--- src/rtl/rssi_pkg.sv ---
package rssi_pkg;

  // Multiply a magnitude by 2^shift and clip it at maxv.
  function automatic int unsigned scale_clip(input int unsigned mag,
                                             input int unsigned shift,
                                             input int unsigned maxv);
    longint unsigned wide;
    wide = longint'(mag) << shift;
    if (wide > longint'(maxv)) return maxv;
    return int'(wide);
  endfunction

  // One step of the exponential average: move by (sample-level) >>> k.
  // The arithmetic shift rounds toward minus infinity.
  function automatic int ema_move(input int level, input int sample,
                                  input int unsigned k);
    int diff;
    diff = sample - level;
    return level + (diff >>> k);
  endfunction

endpackage

--- src/rtl/rssi_scale.sv ---
module rssi_scale #(
  parameter int MAG_W  = 8,
  parameter int GAIN_W = 2,
  parameter int DUTY_W = 8
) (
  input  logic [MAG_W-1:0]  mag_i,
  input  logic [GAIN_W-1:0] gain_i,
  output logic [DUTY_W-1:0] scaled_o,
  output logic              clipped_o
);
  import rssi_pkg::*;

  localparam int unsigned MAXV = (1 << DUTY_W) - 1;

  logic [31:0] raw;

  always_comb begin
    raw       = 32'(scale_clip(32'(mag_i), 32'(gain_i), MAXV));
    scaled_o  = raw[DUTY_W-1:0];
    clipped_o = ((32'(mag_i) << gain_i) > MAXV);
  end

  // A clipped sample must read as full scale.
  always_comb begin
    if (clipped_o) begin
      AST_CLIP_FULL: assert (scaled_o == DUTY_W'(MAXV));
    end
  end

endmodule

--- src/rtl/rssi_smooth.sv ---
module rssi_smooth #(
  parameter int DUTY_W    = 8,
  parameter int EMA_SHIFT = 3
) (
  input  logic              clk,
  input  logic              rst_n,
  input  logic              vld_i,
  input  logic              track_i,
  input  logic [DUTY_W-1:0] sample_i,
  output logic [DUTY_W-1:0] level_o,
  output logic              slip_load_o,
  output logic              track_step_o
);
  import rssi_pkg::*;

  logic [DUTY_W-1:0] level_q;
  logic [DUTY_W-1:0] level_d;
  logic [31:0]       ema_res;

  assign slip_load_o  = vld_i & ~track_i;
  assign track_step_o = vld_i &  track_i;

  always_comb begin
    ema_res = 32'(ema_move(int'(level_q), int'(sample_i), EMA_SHIFT));
    level_d = level_q;
    if (slip_load_o)       level_d = sample_i;
    else if (track_step_o) level_d = ema_res[DUTY_W-1:0];
  end

  always_ff @(posedge clk or negedge rst_n) begin
    if (!rst_n) level_q <= '0;
    else        level_q <= level_d;
  end

  assign level_o = level_q;

  AST_HOLD_NO_VLD: assert property (@(posedge clk) disable iff (!rst_n)
    !vld_i |=> $stable(level_q));
  AST_SLIP_LOAD: assert property (@(posedge clk) disable iff (!rst_n)
    slip_load_o |=> level_q == $past(sample_i));
  AST_TRACK_UP: assert property (@(posedge clk) disable iff (!rst_n)
    (track_step_o && sample_i >= level_q) |=>
      (level_q >= $past(level_q) && level_q <= $past(sample_i)));
  AST_TRACK_DOWN: assert property (@(posedge clk) disable iff (!rst_n)
    (track_step_o && sample_i < level_q) |=>
      (level_q < $past(level_q) && level_q >= $past(sample_i)));

endmodule

--- src/rtl/rssi_pwm_gen.sv ---
module rssi_pwm_gen #(
  parameter int DUTY_W = 8
) (
  input  logic              clk,
  input  logic              rst_n,
  input  logic [DUTY_W-1:0] level_i,
  output logic              pwm_o,
  output logic              wrap_o
);
  logic [DUTY_W-1:0] cnt_q;
  logic [DUTY_W-1:0] duty_q;

  assign wrap_o = (cnt_q == '1);

  always_ff @(posedge clk or negedge rst_n) begin
    if (!rst_n) begin
      cnt_q  <= '0;
      duty_q <= '0;
    end else begin
      cnt_q <= cnt_q + 1'b1;
      if (wrap_o) duty_q <= level_i;
    end
  end

  assign pwm_o = (cnt_q < duty_q);

  AST_DUTY_ONLY_AT_WRAP: assert property (@(posedge clk) disable iff (!rst_n)
    !wrap_o |=> $stable(duty_q));
  AST_DUTY_TAKES_LEVEL: assert property (@(posedge clk) disable iff (!rst_n)
    wrap_o |=> duty_q == $past(level_i));
  AST_WRAP_TO_ZERO: assert property (@(posedge clk) disable iff (!rst_n)
    wrap_o |=> cnt_q == '0);
  AST_ZERO_DUTY_LOW: assert property (@(posedge clk) disable iff (!rst_n)
    (duty_q == '0) |-> !pwm_o);

endmodule

--- src/rtl/rssi_strength_pwm.sv ---
module rssi_strength_pwm #(
  parameter int MAG_W     = 8,
  parameter int GAIN_W    = 2,
  parameter int DUTY_W    = 8,
  parameter int EMA_SHIFT = 3
) (
  input  logic              clk,
  input  logic              rst_n,
  input  logic [MAG_W-1:0]  mag_i,
  input  logic              mag_vld_i,
  input  logic              track_on_i,
  input  logic [GAIN_W-1:0] gain_i,
  output logic              pwm_o
);
  logic [DUTY_W-1:0] scaled;
  logic              clipped;
  logic [DUTY_W-1:0] level;
  logic              slip_load;
  logic              track_step;
  logic              wrap;

  rssi_scale #(.MAG_W(MAG_W), .GAIN_W(GAIN_W), .DUTY_W(DUTY_W)) u_scale (
    .mag_i     (mag_i),
    .gain_i    (gain_i),
    .scaled_o  (scaled),
    .clipped_o (clipped)
  );

  rssi_smooth #(.DUTY_W(DUTY_W), .EMA_SHIFT(EMA_SHIFT)) u_smooth (
    .clk          (clk),
    .rst_n        (rst_n),
    .vld_i        (mag_vld_i),
    .track_i      (track_on_i),
    .sample_i     (scaled),
    .level_o      (level),
    .slip_load_o  (slip_load),
    .track_step_o (track_step)
  );

  rssi_pwm_gen #(.DUTY_W(DUTY_W)) u_pwm (
    .clk     (clk),
    .rst_n   (rst_n),
    .level_i (level),
    .pwm_o   (pwm_o),
    .wrap_o  (wrap)
  );

  AST_MODE_EXCLUSIVE: assert property (@(posedge clk) disable iff (!rst_n)
    $onehot0({slip_load, track_step}));
  AST_SCALE_NO_SHRINK: assert property (@(posedge clk) disable iff (!rst_n)
    !clipped |-> scaled >= DUTY_W'(mag_i));

endmodule

--- config.mk ---
export PLATFORM = sky130hd
export DESIGN_NAME = rssi_strength_pwm
export DESIGN_NICKNAME = d
export VERILOG_FILES = /design/src/rtl/rssi_pkg.sv /design/src/rtl/rssi_scale.sv /design/src/rtl/rssi_smooth.sv /design/src/rtl/rssi_pwm_gen.sv /design/src/rtl/rssi_strength_pwm.sv
export SDC_FILE = /design/constraint.sdc
export NUM_CORES = 1
export LEC_CHECK = 0
export BUFFER_PORTS_ARGS = -buffer_cell sky130_fd_sc_hd__buf_2
export CAP_MARGIN = 20
export CORE_MARGIN = 2
export CORE_UTILIZATION = 28
export DETAILED_ROUTE_END_ITERATION = 6
export GPL_TIMING_DRIVEN = 0
export PLACE_DENSITY_LB_ADDON = 0.15
export SYNTH_ARGS = -nofsm -noshare
export SYNTH_HDL_FRONTEND = slang
export SYNTH_SLANG_ARGS = --single-unit
--- constraint.sdc ---
create_clock -name clk -period 4.95 [get_ports clk]
set_input_delay 0.7425 -clock clk [delete_from_list [all_inputs] [get_ports clk]]
set_output_delay 0.7425 -clock clk [all_outputs]
set_load 0.005 [all_outputs]
==> impl_results.md, run 1 <==
* HPWL Detailed at around 3.1 mm
* IO buf count at 11
* Post-layout minimum cycle time at around 4500 ps
* Top-area cell type share of the netlist area at 0.3123
* GP Congestion at roughly 0.7
* Num ports at 15
* MaxCap Viol Count at 0
* Wire length per cell after detailed routing at approximately 12 um
* Ranking of synthesized cells by area: dfrtp_1, ha_1, o21ai_0
* Yosys warning total at 0
* Antenna violations before repair at 0
* CP endpoint kind: flop
* Die height at a little under 90 um
* Async SR Flop Fraction at 1.000
* Worst slew pin tran at ~530 ps
* Final Max Tran Viols at 0
* Fill cell total of the finished layout at between 700 and 800
* Number of enable flip-flop cells after synthesis at 0
* Number of nets in the layout at 273
* # DRC at 0
* Crit-path max FO at 14
* Post-Syn Area at 1923 um^2
* Clk buf depth at 2
* WHS at about 440 ps
* Most frequent cell after synthesis: dfrtp_1
* Post-synth net total at approximately 260
* Comb power frac at 0.675
* Hold Buf Count CTS at 0
* Syn Area/Cell at between 8 and 9 um^2
* Initial Utilization at 0.2862
* Post-Synthesis Cells at roughly 220
* Synth area leader: dfrtp_1
* Seq pwr share at 0.216
* Fin util at 0.3169
* Antenna fix cells at 0
* CP Launch Type: primary input
* Core footprint at 6719 um^2
* Final total power at 0.001232 W
* Final Setup Violations at 0
* Worst Skew at approximately 2 ps
* First-pass GRT wire length at between 6 and 7 mm
* Starting DRT DRC Count at 21
* # rows at 30
* TritonRoute pass-1 iters at 4
* Total track usage at 0.1113
* Vias in the first global route at 1528
* Final Hold Fails at 0
* CTS tree: yes
* Via count at between 1000 and 1500
* Via density at around 4.7
* Net Sw Frac at 0.4279
* Post-synth top cells: dfrtp_1, inv_1, ha_1
* Post-synthesis sequential area ratio at 0.3123
* DIE AREA at roughly 7500 um^2
* Clock Latency Late Sink at roughly 260 ps
* Slew HR at 0.6495
* ANT nets after route at 0
* P_int at ~0.0007 W
* Fmax at about 220 MHz
* WP data required at 5160 ps
* Peak supply drop at ~160 uV
* Grt ovf at 0
* Area grow syn2layout at 10.74%
* Total leakage power at roughly 1.0 nW
* Net Sw Power at 0.0005271 W
* Seq cells post-synth at 24
* RSZ-0062 raised after global routing: no
* Post-CTS Resized at 0
* Root Buffer: clkbuf_8
* Num CTS Buffers at 3
* Final WL at roughly 3.8 mm
* Reg clk slew, reported paths at approximately 90 ps
* Outcome: finished, final reports clean
* Kind of critical path: in -> reg
* Largest net degree at the start of global routing at 25
* Clock share of power at 0.109
* Worst hold path class: in -> async
* Worst Reg-to-Reg Cells at 16
* Critical Path AT at about 4700 ps
* Flop-to-flop setup slack at around 1300 ps
* Post-CTS setup buffers at 0
* Top_reg_cell synth: dfrtp_1
* Pwr dens at approximately 580 nW/um^2
* Die X-Extent at ~87 um
* Count of different cell masters after synthesis at roughly 40
* H-tree depth at 1
* Clock tree sinks at 24
* Final period util at 0.9102
* Share of cells above drive strength 1 at 0.1021
-- worst max-delay path: stages --
cell	delay [ps]
buf_2	220
a21oi_1	90
o21ai_0	400
o21bai_1	230
ha_1	270
o21a_1	180
o221a_2	290
or3_1	340
a21oi_1	230
o21ai_1	100
xor2_1	150
ha_1	280
inv_1	100
nor2_1	60
a21oi_1	220
a21oi_1	110
or3_1	330
a211oi_1	220
nand3b_1	130
-- final cells by class --
cell class | instances | area (um^2) | area share
Multi-Input combinational cell | 166 | 1195 | 0.5611
Sequential cell | 24 | 600.6 | 0.2820
Tap cell | 80 | 100.1 | 0.04700
Inverter | 23 | 86.33 | 0.04054
Clock buffer | 4 | 55.05 | 0.02585
Timing Repair Buffer | 11 | 55.05 | 0.02585
Buffer | 7 | 37.54 | 0.01763
-- cell families (layout without fill, tap and decap cells) --
logic type	Yosys count	after routing	share of synthesized area
buffers and inverters	31	45	0.06636
DFF	24	24	0.3123
muxes	8	8	0.05075
and+or+nand+nor	59	59	0.1503
AOI/OAI and AO/OA	61	61	0.1984
adders and majority gates	23	23	0.1535
xor gates and xnor gates	15	15	0.06832
-- sequential cells by signal, summed over array words and instances, names as in the netlist --
register          cells
u_pwm.duty_q          8
u_pwm.cnt_q           8
u_smooth.level_o      8
-- per-layer routing --
metal	routed length [um]	vias to the layer above	GRT usage	part of all wire
li1	-	791	-	-
met1	1903	672	0.1452	0.50
met2	1803	19	0.1971	0.47
met3	74	8	0.005687	0.019
met4	52	0	0.03409	0.014
met5	0	-	0	0
-- power by group through the flow --
| stage | clock, W | combinational [W] | sequential, W |
|---|---|---|---|
| after CTS | 0.000138 | 0.000847 | 0.000267 |
| after detailed placement | 0 | 0.000842 | 0.000271 |
| after global placement | 0 | 0.000836 | 0.000270 |
| after floorplan | 0 | 0.000712 | 0.000258 |
| final | 0.000134 | 0.000832 | 0.000266 |
| after global routing | 0.000146 | 0.000994 | 0.000275 |
-- per-stage QoR --
| step | setup WS [ps] | cells | TNS [ps] | area [um^2] |
|---|---|---|---|---|
| 2_1_floorplan | 532.5 | 221 | 0 | 1923 |
| 3_3_place_gp | 22.24 | 312 | 0 | 2078 |
| 3_5_place_dp | -5.417 | 312 | -5.417 | 2078 |
| 4_1_cts | 268.6 | 316 | 0 | 2133 |
| 5_1_grt | 34.83 | 315 | 0 | 2130 |
| 6_report | 444.3 | 315 | 0 | 2130 |
-- cells in the final DEF (no fill, tap or decap), types with 2 or more instances in the layout --
master and n:
o21a_1 3, a211oi_1 2, clkbuf_1 3, ha_1 22, or3_1 2, nand3_1 4, nand2b_1 3, xor2_1 7
o22a_1 2, clkbuf_8 4, dfrtp_1 24, inv_1 23, xnor2_1 8, and3_1 2, nor2b_1 2, a21oi_1 16
a21o_1 6, nand2_1 19, nor2_1 17, o21bai_1 3, o21ai_0 20, nor3_1 4, mux2i_1 6, buf_2 13
o211ai_1 3
-- worst paths after layout --
kind                                                      start                         endpoint
worst min-delay path                                      rst_n         u_pwm.cnt_q[1]$_DFF_PN0_
worst max register to register  u_smooth.level_o[1]$_DFFE_PN0P_  u_smooth.level_o[7]$_DFFE_PN0P_
max in group asynchronous                                 rst_n      u_pwm.duty_q[3]$_DFFE_PN0N_
worst min register to register         u_pwm.cnt_q[0]$_DFF_PN0_         u_pwm.cnt_q[0]$_DFF_PN0_
worst max-delay path                                  gain_i[1]  u_smooth.level_o[7]$_DFFE_PN0P_
min in group clk                       u_pwm.cnt_q[0]$_DFF_PN0_         u_pwm.cnt_q[0]$_DFF_PN0_
Power figures use the tool's default switching activity.
==> run 2: changes to the inputs <==
--- a/config.mk
+++ b/config.mk
@@ -7,11 +7,12 @@
 export LEC_CHECK = 0
 export BUFFER_PORTS_ARGS = -buffer_cell sky130_fd_sc_hd__buf_2
 export CAP_MARGIN = 20
-export CORE_MARGIN = 2
 export CORE_UTILIZATION = 28
+export CTS_BUF_LIST = sky130_fd_sc_hd__clkbuf_16
 export DETAILED_ROUTE_END_ITERATION = 6
 export GPL_TIMING_DRIVEN = 0
 export PLACE_DENSITY_LB_ADDON = 0.15
+export SLEW_MARGIN = 20
 export SYNTH_ARGS = -nofsm -noshare
 export SYNTH_HDL_FRONTEND = slang
 export SYNTH_SLANG_ARGS = --single-unit
==> impl_results.md, run 2 (synthesis results as in run 1) <==
* CP cell instances: buf_2 > a21oi_1 > o21ai_0 > o21bai_1 > ha_1 > o21a_1 > o221a_2 > or3_1 > a21oi_1 > o21ai_1 > xor2_1 > ha_1 > inv_1 > nor2_1 > a21oi_1 > a21oi_1 > or3_1 > a211oi_1 > nand3b_1
* Worst slew pin tran at 533.7 ps (+7.934 ps)
* Clk buf depth at 2 (unchanged)
* FF-to-FF Start: u_smooth.level_o[1]$_DFFE_PN0P_
* Flop-to-flop setup slack at 1320 ps (-20 ps)
* Max stage delay on crit path at 400 ps (about the same)
* CP top delay family: compound AO/OA/AOI/OAI gates
* DIE AREA at 7204 um^2 (-4.6%)
* Reg2reg end: u_smooth.level_o[7]$_DFFE_PN0P_
* First-pass GRT wire length at 6.479 mm (-5.2%)
* Initial Utilization at 0.2961 (+0.009870)
* CP Launch Type: primary input
* Final period util at 0.9171 (+0.006879)
* Final Hold Fails at 0 (unchanged)
* Number of nets in the layout at 273 (unchanged)
* Commonest non-fill, non-tap cell in the layout: dfrtp_1
* Crit path from: gain_i[1]
* RSZ-0062 raised after global routing: no
* Final Setup Violations at 0 (unchanged)
* Total leakage power at 1.016 nW (+0.81%)
* WP data required at 5140 ps (-20 ps)
* Fill cell total of the finished layout at 679 (-4.9%)
* CP endpoint kind: flop
* Slew HR at 0.6442 (-0.005289)
* Worst hold path class: in -> async
* Clock Latency Late Sink at 250 ps (about the same)
* Num ports at 15 (unchanged)
* Kind of critical path: in -> reg
* Net Sw Frac at 0.4170 (-0.01097)
* Num CTS Buffers at 3 (unchanged)
* Comb power frac at 0.657 (-0.018)
* Final setup margin at 410.3 ps (-34.05 ps)
* Critical path's slowest cell: o21ai_0
* P_int at 0.0007384 W (+4.8%)
* Final Max Tran Viols at 0 (unchanged)
* Wire length per cell after detailed routing at 11.72 um (-3.7%)
* Post-CTS Resized at 0 (unchanged)
* GP Congestion at 0.6945 (-0.70%)
* Pre-CTS setup slack at -17.07 ps (-11.66 ps)
* Reg clk slew, reported paths at 60 ps (-30 ps)
* Post-layout minimum cycle time at 4540 ps (+34.05 ps)
* Seq pwr share at 0.211 (-0.005)
* HPWL Detailed at 3.069 mm (-1.6%)
* Stages on the worst setup path at 19 (unchanged)
* Root Buffer: clkbuf_16
* MaxCap Viol Count at 0 (unchanged)
* Grt ovf at 0 (unchanged)
* Die X-Extent at 84.88 um (-2.3%)
* Fmax at 220.3 MHz (-0.75%)
* Via count at 1490 (unchanged)
* Die height at 84.88 um (-2.3%)
* CTS tree: yes
* Placed cells at 309 (-0.96%)
* Total track usage at 0.1097 (-0.001578)
* Pwr dens at 590.3 nW/um^2 (+2.1%)
* Largest net degree at the start of global routing at 25 (unchanged)
* Antenna violations before repair at 0 (unchanged)
* Outcome: finished, final reports clean
* TritonRoute pass-1 iters at 4 (unchanged)
* Crit-path max FO at 14 (unchanged)
* Most frequent cells in the layout: dfrtp_1, inv_1, ha_1
* Peak supply drop at 163.2 uV (-0.30%)
* Share of cells above drive strength 1 at 0.09829 (-0.003837)
* Clock share of power at 0.133 (+0.024)
* Core footprint at 6495 um^2 (-3.3%)
* Worst Skew at 2.397 ps (+0.4062 ps)
* IO buf count at 11 (unchanged)
* # rows at 29 (-3.3%)
* # DRC at 0 (unchanged)
* Vias in the first global route at 1435 (-6.1%)
* Final WL at 3.644 mm (-4.9%)
* Area grow syn2layout at 11.58%
* Starting DRT DRC Count at 40 (+90%)
* Clock tree sinks at 24 (unchanged)
* Critical Path AT at 4730 ps (+20 ps)
* Via density at 4.791 (+1.3%)
* Most frequent CP cell: a21oi_1
* H-tree depth at 1 (unchanged)
* ANT nets after route at 0 (unchanged)
* Antenna fix cells at 0 (unchanged)
* Post-route insts no fill at 311 (-1.3%)
* Buf+Inv Stages, Crit Path at 2 (unchanged)
* Net Sw Power at 0.0005281 W (+0.20%)
* Worst Reg-to-Reg Cells at 16 (unchanged)
* WHS at 465.0 ps (+21.74 ps)
[run 2: changes by cell type in the layout (fill, tap and decap cells not counted)]
| cell | previous run | this run |
|---|---|---|
| clkbuf_16 | 0 | 3 |
| clkbuf_8 | 4 | 0 |
[run 2: metrics by stage]
| stage | utilization | setup TNS, ps | area [um^2] | total power, W |
|---|---|---|---|---|
| 3_5_place_dp | 0.3194 | -17.07 | 2074 | 0.001114 |
| 4_1_cts | 0.3310 | 0 | 2150 | 0.001288 |
| 5_1_grt | 0.3304 | 0 | 2146 | 0.001442 |
| 3_3_place_gp | 0.3194 | 0 | 2074 | 0.001103 |
| 2_1_floorplan | - | 0 | 1923 | 0.0009692 |
| 6_report | 0.3304 | 0 | 2146 | 0.001267 |
[run 2: area by class of cell]
type,count,area (um^2),share of cell area
well taps,77,96.34,0.04490
clock buffers,3,75.07,0.03499
multi-input cells,166,1195,0.5569
repair buffers,11,55.05,0.02566
flip-flops and latches,24,600.6,0.2799
inverters,23,86.33,0.04023
plain buffers,7,37.54,0.01749
[run 2: worst max path at each step]
stage / end / slack, ps
after floorplan: u_smooth.level_o[7]$_DFFE_PN0P_ / 530
after global placement: u_smooth.level_o[7]$_DFFE_PN0P_ / 40
after detailed placement: u_smooth.level_o[7]$_DFFE_PN0P_ / -20
after CTS: u_smooth.level_o[7]$_DFFE_PN0P_ / 250
after global routing: u_smooth.level_o[7]$_DFFE_PN0P_ / 40
final: u_smooth.level_o[7]$_DFFE_PN0P_ / 410
[run 2: worst register-to-register path, delay by kind of cell, from the launching register on]
kind / cells / cell delay (ps)
flip-flops: 1 / 430
buffers and inverters: 2 / 180
AND/OR/NAND/NOR: 4 / 870
AO/OA/AOI/OAI: 7 / 1380
XOR/XNOR: 1 / 150
adder cells (fa/ha/maj): 2 / 560
[run 2: per-layer routing]
metal  global-route usage  routed length (um)  part of all wire  up-vias
met5                    0                   0                 0        -
met4              0.01387                  14            0.0038        0
met3              0.01265                  66             0.018        2
met2               0.2033                1748              0.48       17
met1               0.1406                1815              0.50      675
li1                     -                   -                 -      796
[run 2: repair_timing]
item                                    4_1_cts  5_1_grt
hold buffers                                  0        0
buffers inserted                              0        0
endpoints found under the setup margin        0        1
[run 2: power groups by stage]
stage	Combinational (W)	Sequential (W)	Clock (W)
final	0.000832	0.000267	0.000168
after global routing	0.000985	0.000274	0.000183
after CTS	0.000848	0.000266	0.000173
after detailed placement	0.000845	0.000269	0
after global placement	0.000834	0.000270	0
after floorplan	0.000712	0.000258	0
